**src/rtl/dac_code_reg_pkg.sv**
```systemverilog
// Shared definitions for the two-rank DAC code register.
// Assumes two byte lanes: lane 0 is the lower byte, lane 1 the upper byte.
package dac_code_reg_pkg;
    localparam int LANES = 2;
    localparam int LANE_LO = 0;
    localparam int LANE_HI = 1;

    // Decoded per-cycle load strobes, active high
    typedef struct packed {
        logic [LANES-1:0] lane_ld;
        logic             conv_ld;
    } ld_strobes_t;
endpackage

```
**src/rtl/dac_ctl_decode.sv**
```systemverilog
// Turns the four active-low level controls into active-high load strobes.
// Assumes the controls are already synchronous to clk.
module dac_ctl_decode
    import dac_code_reg_pkg::*;
(
    input  logic        cs_n,
    input  logic        hi_en_n,
    input  logic        lo_en_n,
    input  logic        load_n,
    output ld_strobes_t strobes
);
    // Chip select qualifies every strobe
    always_comb begin
        strobes.lane_ld          = '0;
        strobes.lane_ld[LANE_HI] = !cs_n && !hi_en_n;
        strobes.lane_ld[LANE_LO] = !cs_n && !lo_en_n;
        strobes.conv_ld          = !cs_n && !load_n;
    end
endmodule

```
**src/rtl/dac_byte_lane.sv**
```systemverilog
// One first-rank byte: follows its bus slice on every clock while enabled.
// Assumes synchronous active-low reset to zero.
module dac_byte_lane #(
    parameter int BYTE_W = 8
) (
    input  logic              clk,
    input  logic              rst_n,
    input  logic              ld,
    input  logic [BYTE_W-1:0] d,
    output logic [BYTE_W-1:0] q
);
    // Hold or follow the bus slice
    always_ff @(posedge clk) begin
        if (!rst_n)  q <= '0;
        else if (ld) q <= d;
    end


    lane_follow_chk: assert property (@(posedge clk) disable iff (!rst_n)
        ld |=> (q == $past(d)));

    lane_hold_chk: assert property (@(posedge clk) disable iff (!rst_n)
        !ld |=> $stable(q));
endmodule

```
**src/rtl/dac_conv_reg.sv**
```systemverilog
// Second rank: the converter register, follows the first-rank word while loaded.
// Assumes synchronous active-low reset to zero.
module dac_conv_reg #(
    parameter int WORD_W = 16
) (
    input  logic              clk,
    input  logic              rst_n,
    input  logic              ld,
    input  logic [WORD_W-1:0] d,
    output logic [WORD_W-1:0] q
);
    // Hold or take the first-rank word
    always_ff @(posedge clk) begin
        if (!rst_n)  q <= '0;
        else if (ld) q <= d;
    end


    conv_hold_chk: assert property (@(posedge clk) disable iff (!rst_n)
        !ld |=> $stable(q));
endmodule

```
**src/rtl/dac_code_reg.sv**
```systemverilog
// Two-rank byte-loadable DAC code register, top level.
// Assumes 16-bit bus split into two bytes; level transparency emulated on clk,
// so the full flow-through path takes two clock edges.
module dac_code_reg
    import dac_code_reg_pkg::*;
#(
    parameter int BYTE_W = 8
) (
    input  logic                    clk,
    input  logic                    rst_n,
    input  logic [LANES*BYTE_W-1:0] bus_data,
    input  logic                    cs_n,
    input  logic                    hi_en_n,
    input  logic                    lo_en_n,
    input  logic                    load_n,
    output logic [LANES*BYTE_W-1:0] dac_code
);
    localparam int WORD_W = LANES * BYTE_W;

    ld_strobes_t       strobes;
    logic [WORD_W-1:0] rank1_word;

    dac_ctl_decode u_decode (
        .cs_n    (cs_n),
        .hi_en_n (hi_en_n),
        .lo_en_n (lo_en_n),
        .load_n  (load_n),
        .strobes (strobes)
    );

    for (genvar g = 0; g < LANES; g++) begin : g_lane
        dac_byte_lane #(.BYTE_W(BYTE_W)) u_lane (
            .clk   (clk),
            .rst_n (rst_n),
            .ld    (strobes.lane_ld[g]),
            .d     (bus_data[g*BYTE_W +: BYTE_W]),
            .q     (rank1_word[g*BYTE_W +: BYTE_W])
        );
    end

    dac_conv_reg #(.WORD_W(WORD_W)) u_conv (
        .clk   (clk),
        .rst_n (rst_n),
        .ld    (strobes.conv_ld),
        .d     (rank1_word),
        .q     (dac_code)
    );


    cs_idle_chk: assert property (@(posedge clk) disable iff (!rst_n)
        cs_n |=> ($stable(dac_code) && $stable(rank1_word)));

    no_op_chk: assert property (@(posedge clk) disable iff (!rst_n)
        (!cs_n && hi_en_n && lo_en_n && load_n) |=> $stable(rank1_word));

    conv_load_chk: assert property (@(posedge clk) disable iff (!rst_n)
        (!cs_n && !load_n) |=> (dac_code == $past(rank1_word)));
endmodule

```
**config.mk**
```make
export PLATFORM = sky130hd
export DESIGN_NAME = dac_code_reg
export DESIGN_NICKNAME = d
export VERILOG_FILES = /design/src/rtl/dac_code_reg_pkg.sv /design/src/rtl/dac_ctl_decode.sv /design/src/rtl/dac_byte_lane.sv /design/src/rtl/dac_conv_reg.sv /design/src/rtl/dac_code_reg.sv
export SDC_FILE = /design/constraint.sdc
export NUM_CORES = 1
export LEC_CHECK = 0
export ABC_AREA = 1
export BUFFER_PORTS_ARGS = -buffer_cell sky130_fd_sc_hd__buf_2
export CORE_MARGIN = 10
export CORE_UTILIZATION = 25
export CTS_CLUSTER_DIAMETER = 120
export DETAILED_ROUTE_END_ITERATION = 12
export PLACE_DENSITY_LB_ADDON = 0.3
export SLEW_MARGIN = 5
export SYNTH_ARGS = -nofsm -noshare
export SYNTH_HDL_FRONTEND = slang
export SYNTH_SLANG_ARGS = --single-unit
```
**constraint.sdc**
```tcl
create_clock -name clk -period 0.9 [get_ports clk]
set_clock_uncertainty 0.2 [all_clocks]
set_input_delay 0.135 -clock clk [delete_from_list [all_inputs] [get_ports clk]]
set_output_delay 0.135 -clock clk [all_outputs]
set_load 0.05 [all_outputs]
```
==> out/summary.txt, run 1 <==
Ys Warns: 0
Worst-Margin Slew: 0.565 ns
Int Pwr: 0.00247 W
Most used flip-flop cell after synthesis: dfxtp_1
Total GRT Usage: 6.84%
CP Data Required Time: 0.56 ns
Largest family of logic cells by synthesized area: simple AND/OR/NAND/NOR gates
# nets final: 265
Synth cell types: 9
Largest net degree at the start of global routing: 33
Die Span Y: 93.5 um
Post-Syn Instances: 203
Synth Area in Simple Gates: 38.1%
Relative slew slack: 62.3%
RSZ-0062 raised after global routing: yes
Count of final hold-check violations: 16
DIE AREA: 8750 sq um
Antenna violations before repair: 0
Commonest cells in the netlist: nand2_1, nor2_1, dfxtp_1, inv_1, buf_6
Clock share of power: 34.4%
Hold Crit Class: in -> reg
Buffers & Inverters on Critical Path: 1
Vias per inst: 3.52
Initial Util: 26.1%
Routed Antenna Nets: 0
Synth Area in Adders: 0%
1st-pass router iterations: 4
Detailed Route WL: 2.79 mm
Seq cells post-synth: 32
Worst-path clk slew: 0.06 ns
Crit path time final: 1.11 ns
WHS: -0.0554 ns
Clk Latency, worst-skew pair: 0.28 ns
Boundary pin count: 38
FP Rows: 26
Max-slew violation count: 0
Type of origin of the critical path: flip-flop
Logic pwr share: 18.7%
Synth Area in XOR/XNOR: 0%
Sw Share: 26.7%
Root cell of the clock tree: clkbuf_8
Max Root-Sink Buffers: 2
Setup WS post-layout: -0.214 ns
First DRT Iteration DRCs: 57
Status: complete, but fails checks
Cell taking the most area after synthesis: dfxtp_1
Die Wd: 93.5 um
Pre-CTS setup slack: -0.219 ns
Fmax: 898 MHz
Switch Pwr: 0.000903 W
CP Class: reg -> out
Post-synth EDFFs: 0
CTS tree: done
Core area: 5170 sq um
VDD IR max: 0.523 mV
GPL Wtd Cong: 0.683
Slowest cell on the critical path: dfxtp_2
Area share of the largest cell type after synthesis: 47.4%
Multi-input logic area: 524 sq um
Ys async rst share: 0%
Mux share of post-synthesis cell area: 0%
First-pass GRT wire length: 4.66 mm
Reg power frac: 46.9%
CP cell instances: buf_8
P&R area growth vs syn: 41.3%
Crit path max-delay family: flip-flops
Pwr dens: 1770 nW/um^2
DR WL/cell: 8.92 um
Worst EP arrival: 0.78 ns
Largest stage delay on the critical path: 0.35 ns
Vias in the first global route: 1037
Fin cells: 313
Final core occ: 36.9%
Setup violators final: 16
Syn_nets: 225
Total global routing overflow: 0
Drc violations: 0
H-tree levels: 2
Worst-path maximum fanout: 2
CTS buffer count: 5
# placed instances: 305
Register area: 668 sq um
Top cells by area, synth: dfxtp_1, nand2_1, nor2_1, inv_1, buf_6
Max-Cap Viols: 0
P_leak: 0.943 nW
Pwr Total: 0.00338 W
Synth Cell Area: 1350 sq um
Vias: 1103
Diodes inserted: 0
Syn avg cell area: 6.66 sq um
HPWL after detailed placement: 2.01 mm
Critical path endpoint category: primary output
Port bufs: 37
Crit share post-route: 124%
Post-synthesis sequential area ratio: 47.4%
Failing checks: hold timing, setup timing
Share of post-route cells with drive strength above 1: 32.9%
Filler cell count: 563
Compound-gate portion of the synthesized area: 0%
CTS Sinks: 32
-- stage by stage --
stage	setup TNS, ns	instance area, sq um
final	-3.23	1910
after global routing	-3.82	1910
after CTS	-3.47	1880
after detailed placement	-5.85	1630
after global placement	-5.74	1630
after floorplan	0	1370
-- power groups by stage --
stage	combinational (W)	clock [W]	sequential, W
global placement	0.000548	0	0.00159
finish	0.000633	0.00116	0.00158
detailed placement	0.000549	0	0.00159
global route	0.000703	0.00127	0.00160
CTS	0.000634	0.00120	0.00158
floorplan	0.000254	0	0.00174
-- layer usage --
| layer | part of all wire [%] | wire length (um) | GRT usage [%] |
|---|---|---|---|
| met3 | 8.4 | 234 | 3.84 |
| met2 | 42 | 1170 | 9.45 |
| met5 | 0 | 0 | 0 |
| met4 | 2.7 | 75 | 5.40 |
| met1 | 47 | 1310 | 7.55 |
-- final timing paths --
kind / cells after the start / endpoint / startpoint / slack (ns)
max: 1 / dac_code[13] / u_conv.q[13]$_SDFFE_PN0P_ / -0.21
min reg2reg: 2 / g_lane[0].u_lane.q[7]$_SDFFE_PN0P_ / g_lane[0].u_lane.q[7]$_SDFFE_PN0P_ / 0.27
min: 5 / g_lane[1].u_lane.q[4]$_SDFFE_PN0P_ / bus_data[12] / -0.06
max reg2reg: 3 / u_conv.q[13]$_SDFFE_PN0P_ / u_conv.q[13]$_SDFFE_PN0P_ / 0.02
-- cells by family (layout without fill, tap and decap cells) --
| logic type | after synthesis | count (layout) |
|---|---|---|
| buffers and inverters | 40 | 80 |
| DFF | 32 | 32 |
| and+or+nand+nor | 131 | 131 |
-- layout by cell type, fill, tap and decap left out --
cell type | synthesis | layout
dfxtp_2 | 0 | 22
buf_2 | 2 | 21
buf_8 | 0 | 16
nand2_1 | 64 | 62
dfxtp_1 | 32 | 10
clkbuf_8 | 1 | 7
nor2_1 | 64 | 62
nand2_2 | 0 | 2
buf_12 | 0 | 3
inv_1 | 32 | 29
nor2_4 | 3 | 3
inv_2 | 0 | 3
nor2_2 | 0 | 2
buf_4 | 1 | 1
-- state kept, by name, indices dropped and copies added (netlist names) --
register         count
g_lane.u_lane.q     16
u_conv.q            16
-- layout make-up --
type,instances,share of cell area [%]
Timing Repair Buffer,41,21.6
Inverter,32,6.29
Tap cell,70,4.59
Sequential cell,32,35.0
Clock buffer,7,5.05
Multi-Input combinational cell,131,27.5
-- worst reg2reg max path: stages (launching register included) --
cell     delay (ns)
dfxtp_2        0.34
buf_4          0.13
nor2_2         0.07
nor2_1         0.04
-- repair_timing --
action / CTS / global route
hold endpoints to repair: 16 / 16
pin swaps: 0 / 5
setup buffers: 0 / 1
resized for setup: 48 / 13
endpoints found under the setup margin: 16 / 22
Note: power is estimated with default switching activity, not from simulation.
==> inputs of run 2 (changes only) <==
--- a/config.mk
+++ b/config.mk
@@ -5,7 +5,6 @@
 export SDC_FILE = /design/constraint.sdc
 export NUM_CORES = 1
 export LEC_CHECK = 0
-export ABC_AREA = 1
 export BUFFER_PORTS_ARGS = -buffer_cell sky130_fd_sc_hd__buf_2
 export CORE_MARGIN = 10
 export CORE_UTILIZATION = 25
==> out/summary.txt, run 2 <==
Register-to-register setup slack: 0.05 ns (+0.03 ns)
Vias per inst: 4.22 (+20%)
Pwr dens: 1710 nW/um^2 (-3.5%)
Area share of the largest cell type after synthesis: 51.0% (+3.6 points)
First-pass GRT wire length: 5.35 mm (+15%)
Worst EP arrival: 0.79 ns (about the same)
Setup violators final: 16 (unchanged)
Vias in the first global route: 1112 (+7.2%)
Count of final hold-check violations: 17 (+1)
Cell taking the most area after synthesis: dfxtp_1
Crit path time final: 1.12 ns (+0.00687 ns)
Post-Syn Instances: 126 (-38%)
P&R area growth vs syn: 48.4%
Hold Crit Class: in -> reg
FP Rows: 25 (-3.8%)
Crit share post-route: 125% (+0.76 points)
Worst hold stages: 3 (-2)
Setup TNS Final: -3.27 ns (-0.0384 ns)
Max-slew violation count: 0 (unchanged)
Ys async rst share: 0% (unchanged)
1st-pass router iterations: 4 (unchanged)
Worst-Margin Slew: 0.194 ns (-0.371 ns)
Routed Antenna Nets: 0 (unchanged)
Syn avg cell area: 9.97 sq um (+50%)
Status: complete, but fails checks
Critical path endpoint category: primary output
VDD IR max: 0.843 mV (+61%)
Core area: 4790 sq um (-7.5%)
Root cell of the clock tree: clkbuf_8
# placed instances: 230 (-25%)
Commonest cells in the netlist: dfxtp_1, nand2_1, mux2i_1, o211ai_1, o21ai_2
RSZ-0062 raised after global routing: yes
Fin cells: 238 (-24%)
GPL Wtd Cong: 0.673 (-1.4%)
Commonest non-fill, non-tap cell in the layout: nand2_1
DIE AREA: 8260 sq um (-5.6%)
GR Util met2: 12.0% (+2.5 points)
Largest stage delay on the critical path: 0.36 ns (about the same)
Total global routing overflow: 0 (unchanged)
Boundary pin count: 38 (unchanged)
HPWL after detailed placement: 2.34 mm (+16%)
CP Class: reg -> out
Relative slew slack: 87.0% (+25 points)
Largest net degree at the start of global routing: 27 (-18%)
CTS tree: done
Synth Cell Area: 1260 sq um (-7.0%)
Max-Cap Viols: 0 (unchanged)
Total GRT Usage: 7.96% (+1.1 points)
Detailed Route WL: 3.07 mm (+9.9%)
Type of origin of the critical path: flip-flop
Top cells by area, synth: dfxtp_1, mux2i_1, nand2_1, o211ai_1, o21ai_2
DR WL/cell: 12.9 um (+45%)
Buffers & Inverters on Critical Path: 1 (unchanged)
Worst flop-to-flop path startpoint: u_conv.q[9]$_SDFFE_PN0P_
Crit path max-delay family: flip-flops
CTS Sinks: 32 (unchanged)
Antenna violations before repair: 0 (unchanged)
Worst-path clk slew: 0.07 ns (about the same)
P_leak: 0.757 nW (-20%)
Met3 Track Usage GR: 5.07% (+1.2 points)
Seq cells post-synth: 32 (unchanged)
Most Crowded Layer GR: met2
Diodes inserted: 0 (unchanged)
Largest registers: g_lane.u_lane.q (16), u_conv.q (16)
Die Wd: 90.9 um (-2.8%)
Ys Warns: 0 (unchanged)
Port bufs: 37 (unchanged)
Slowest cell on the critical path: dfxtp_2
Met1 Use GR: 9.07% (+1.5 points)
Vias: 1005 (-8.9%)
Synth cell types: 13 (+4)
# nets final: 192 (-28%)
Failing checks: hold timing, setup timing
CTS buffer count: 5 (unchanged)
R2R cell count: 2 (-1)
Syn_nets: 148 (-34%)
Share of post-route cells with drive strength above 1: 48.5% (+16 points)
Fmax: 892 MHz (-0.61%)
H-tree levels: 2 (unchanged)
CP cell instances: buf_8
Max Root-Sink Buffers: 2 (unchanged)
Drc violations: 0 (unchanged)
Most frequent cells in the layout: nand2_1, buf_2
Initial Util: 26.2% (+0.12 points)
Setup WS post-layout: -0.221 ns (-0.00687 ns)
Clk Latency, worst-skew pair: 0.28 ns (about the same)
Worst Hold End: g_lane[1].u_lane.q[2]$_SDFFE_PN0P_
Worst-path maximum fanout: 2 (unchanged)
Post-synthesis sequential area ratio: 51.0% (+3.6 points)
Most used flip-flop cell after synthesis: dfxtp_1
Final core occ: 39.0% (+2.0 points)
Die Span Y: 90.9 um (-2.8%)
Hold Startpoint: bus_data[10]
Crit Reg-Reg Endpoint: u_conv.q[9]$_SDFFE_PN0P_
WHS: -0.109 ns (-0.0532 ns)
CP Data Required Time: 0.56 ns (about the same)
First DRT Iteration DRCs: 86 (+51%)
Post-synth EDFFs: 0 (unchanged)
==> run 2: cell count changes in the layout (fill, tap and decap cells not counted), moves of 3 or more <==
cell,delta
nand2_1,-30
o211ai_1,+16
dfxtp_1,+6
inv_1,-29
o21ai_2,+10
nor2_1,-62
dfxtp_2,-6
o21ai_0,+6
inv_2,-3
buf_4,+7
mux2i_1,+16
==> run 2: area by class of cell <==
cell class,count,area [sq um]
clock inverter,2,35.0
multi-input combinational,83,547
clock buffer,6,72.6
tap,67,83.8
fill,498,2920
sequential,32,661
timing repair buffer,48,465
==> run 2: power breakdown <==
part / internal (W) / switching, W / leakage (nW) / total (W)
Sequential: 0.00147 / 0.0000197 / 0.268 / 0.00149
Clock: 0.000821 / 0.000511 / 0.0552 / 0.00133
Combinational: 0.000164 / 0.000199 / 0.433 / 0.000363
==> run 2: what timing repair did <==
item	4_1_cts	5_1_grt
hold endpoints to repair	17	16
cloned	0	0
pin swaps	0	0
resized for setup	48	0
setup endpoints to repair	16	16
buffers inserted	0	0
==> run 2: per-layer routing <==
layer  up-vias  part of all wire [%]
met4         0                  0.33
li1        527                     -
met5         -                     0
met3         2                   9.1
met1       450                    45
met2        26                    46
==> run 2: worst reg2reg max path, cell delays in order (launching register included) <==
cell      delay [ns]
dfxtp_2         0.34
o211ai_1        0.08
o21ai_0         0.11
==> run 2: worst max-delay path by stage <==
stage / start / to / slack (ns) / depth (start not counted)
2_1_floorplan: load_n / u_conv.q[0]$_SDFFE_PN0P_ / -0.19 / 5
3_3_place_gp: cs_n / u_conv.q[10]$_SDFFE_PN0P_ / -0.21 / 4
3_5_place_dp: cs_n / u_conv.q[9]$_SDFFE_PN0P_ / -0.23 / 4
4_1_cts: u_conv.q[9]$_SDFFE_PN0P_ / dac_code[9] / -0.23 / 1
5_1_grt: u_conv.q[9]$_SDFFE_PN0P_ / dac_code[9] / -0.26 / 1
6_report: u_conv.q[9]$_SDFFE_PN0P_ / dac_code[9] / -0.22 / 1
==> run 2: per-stage QoR <==
| stage | power, W | setup slack (ns) | area [sq um] |
|---|---|---|---|
| floorplan | 0.00173 | -0.185 | 1300 |
| global placement | 0.00186 | -0.210 | 1600 |
| detailed placement | 0.00186 | -0.232 | 1600 |
| CTS | 0.00322 | -0.233 | 1860 |
| global route | 0.00334 | -0.261 | 1860 |
| finish | 0.00318 | -0.221 | 1860 |
==> run 2: cell families after synthesis <==
| logic type | share of synthesized area (%) |
|---|---|
| buf+inv | 6.28 |
| flops | 51.0 |
| compound gates | 18.9 |
| mux | 12.7 |
| simple gates | 11.1 |
==> inputs of run 3 (changes only) <==
--- a/config.mk
+++ b/config.mk
@@ -11,6 +11,7 @@
 export CTS_CLUSTER_DIAMETER = 120
 export DETAILED_ROUTE_END_ITERATION = 12
 export PLACE_DENSITY_LB_ADDON = 0.3
+export SKIP_CTS_REPAIR_TIMING = 1
 export SLEW_MARGIN = 5
 export SYNTH_ARGS = -nofsm -noshare
 export SYNTH_HDL_FRONTEND = slang
==> out/summary.txt, run 3 (same netlist as run 2, synthesis figures left out) <==
Status: complete, but fails checks
Failing checks: hold timing, setup timing
HPWL after detailed placement: 2.34 mm (unchanged)
# placed instances: 230 (unchanged)
Port bufs: 37 (unchanged)
Int Pwr: 0.00245 W (about the same)
First DRT Iteration DRCs: 84 (-2.3%)
CP Data Required Time: 0.56 ns (about the same)
CTS buffer count: 5 (unchanged)
Pwr Total: 0.00318 W (about the same)
Setup TNS Final: -3.26 ns (+0.0116 ns)
Crit path time final: 1.12 ns (-0.000216 ns)
Boundary pin count: 38 (unchanged)
Clock share of power: 41.8% (about the same)
Max-slew violation count: 0 (unchanged)
Drc violations: 0 (unchanged)
Max Root-Sink Buffers: 2 (unchanged)
Max-Cap Viols: 0 (unchanged)
Reg power frac: 46.8% (about the same)
Vias in the first global route: 1100 (-1.1%)
Type of origin of the critical path: flip-flop
Die Wd: 90.9 um (unchanged)
WHS: -0.109 ns (-0.0000220 ns)
Switch Pwr: 0.000728 W (-0.26%)
Worst-path maximum fanout: 2 (unchanged)
Crit path max-delay family: flip-flops
Crit share post-route: 124% (about the same)
Hold Crit Class: in -> reg
Antenna violations before repair: 0 (unchanged)
Pre-CTS setup slack: -0.232 ns (unchanged)
Core area: 4790 sq um (unchanged)
Buffers & Inverters on Critical Path: 1 (unchanged)
Count of final hold-check violations: 17 (unchanged)
Vias per inst: 4.23 (+0.20%)
First-pass GRT wire length: 5.29 mm (-1.3%)
Total GRT Usage: 7.87% (-0.085 points)
CP Class: reg -> out
RSZ-0062 raised after global routing: yes
P_leak: 0.755 nW (-0.28%)
DIE AREA: 8260 sq um (unchanged)
Commonest non-fill, non-tap cell in the layout: nand2_1
Worst-path clk slew: 0.07 ns (about the same)
Sw Share: 22.9% (-0.037 points)
# nets final: 192 (unchanged)
Final core occ: 38.8% (-0.16 points)
Routed Antenna Nets: 0 (unchanged)
GPL Wtd Cong: 0.673 (unchanged)
Logic pwr share: 11.4% (about the same)
FP Rows: 25 (unchanged)
Worst EP arrival: 0.79 ns (about the same)
CP cell instances: buf_6
Root cell of the clock tree: clkbuf_8
CTS Sinks: 32 (unchanged)
Largest registers: g_lane.u_lane.q (16), u_conv.q (16)
H-tree levels: 2 (unchanged)
Fin cells: 238 (unchanged)
Share of post-route cells with drive strength above 1: 48.5% (unchanged)
CTS tree: done
Worst-Margin Slew: 0.194 ns (unchanged)
P&R area growth vs syn: 47.8%
Initial Util: 26.2% (unchanged)
Critical path endpoint category: primary output
Most frequent cells in the layout: nand2_1, buf_2
Relative slew slack: 87.0% (unchanged)
DR WL/cell: 12.8 um (-0.55%)
Setup WS post-layout: -0.220 ns (+0.000216 ns)
Vias: 1007 (+0.20%)
Diodes inserted: 0 (unchanged)
Detailed Route WL: 3.05 mm (-0.55%)
Slowest cell on the critical path: dfxtp_2
Largest stage delay on the critical path: 0.35 ns (about the same)
Largest net degree at the start of global routing: 27 (unchanged)
Total global routing overflow: 0 (unchanged)
Fmax: 892 MHz (about the same)
1st-pass router iterations: 4 (unchanged)
Clk Latency, worst-skew pair: 0.28 ns (about the same)
Pwr dens: 1710 nW/um^2 (+0.31%)
VDD IR max: 0.842 mV (about the same)
Die Span Y: 90.9 um (unchanged)
Setup violators final: 16 (unchanged)
## run 3: cell counts in the layout (fill, tap and decap cells not counted)
No cell type changed its count.
## run 3: path summary, 6_finish.rpt
path | end | startpoint | slack [ns] | depth (start not counted)
worst max-delay path | dac_code[9] | u_conv.q[9]$_SDFFE_PN0P_ | -0.22 | 1
worst min-delay path | g_lane[1].u_lane.q[2]$_SDFFE_PN0P_ | bus_data[10] | -0.11 | 3
worst max register to register | u_conv.q[9]$_SDFFE_PN0P_ | u_conv.q[9]$_SDFFE_PN0P_ | 0.05 | 2
worst min register to register | u_conv.q[6]$_SDFFE_PN0P_ | g_lane[0].u_lane.q[6]$_SDFFE_PN0P_ | 0.27 | 2
## run 3: area by class of cell
| type | instances | area [sq um] |
|---|---|---|
| Clock buffer | 6 | 72.6 |
| Tap cell | 67 | 83.8 |
| Fill cell | 497 | 2930 |
| Timing Repair Buffer | 48 | 458 |
| Clock inverter | 2 | 35.0 |
| Multi-Input combinational cell | 83 | 547 |
| Sequential cell | 32 | 661 |
## run 3: power groups by stage
stage	clock (W)	sequential (W)	combinational (W)
final	0.00133	0.00149	0.000362
after global routing	0.00145	0.00149	0.000397
after CTS	0.00136	0.00148	0.000343
after detailed placement	0	0.00151	0.000342
after global placement	0	0.00151	0.000343
after floorplan	0	0.00156	0.000177
## run 3: per-layer routing
metal | share of wire [%] | global-route usage, %
met5 | 0 | 0
met4 | 0.33 | 2.35
met3 | 7.4 | 4.74
met2 | 46 | 11.7
met1 | 46 | 9.26
## run 3: through the flow
step,area [sq um],hold slack (ns)
2_1_floorplan,1300,0.0772
3_3_place_gp,1600,0.188
3_5_place_dp,1600,0.189
4_1_cts,1700,-0.114
5_1_grt,1860,-0.116
6_report,1860,-0.109
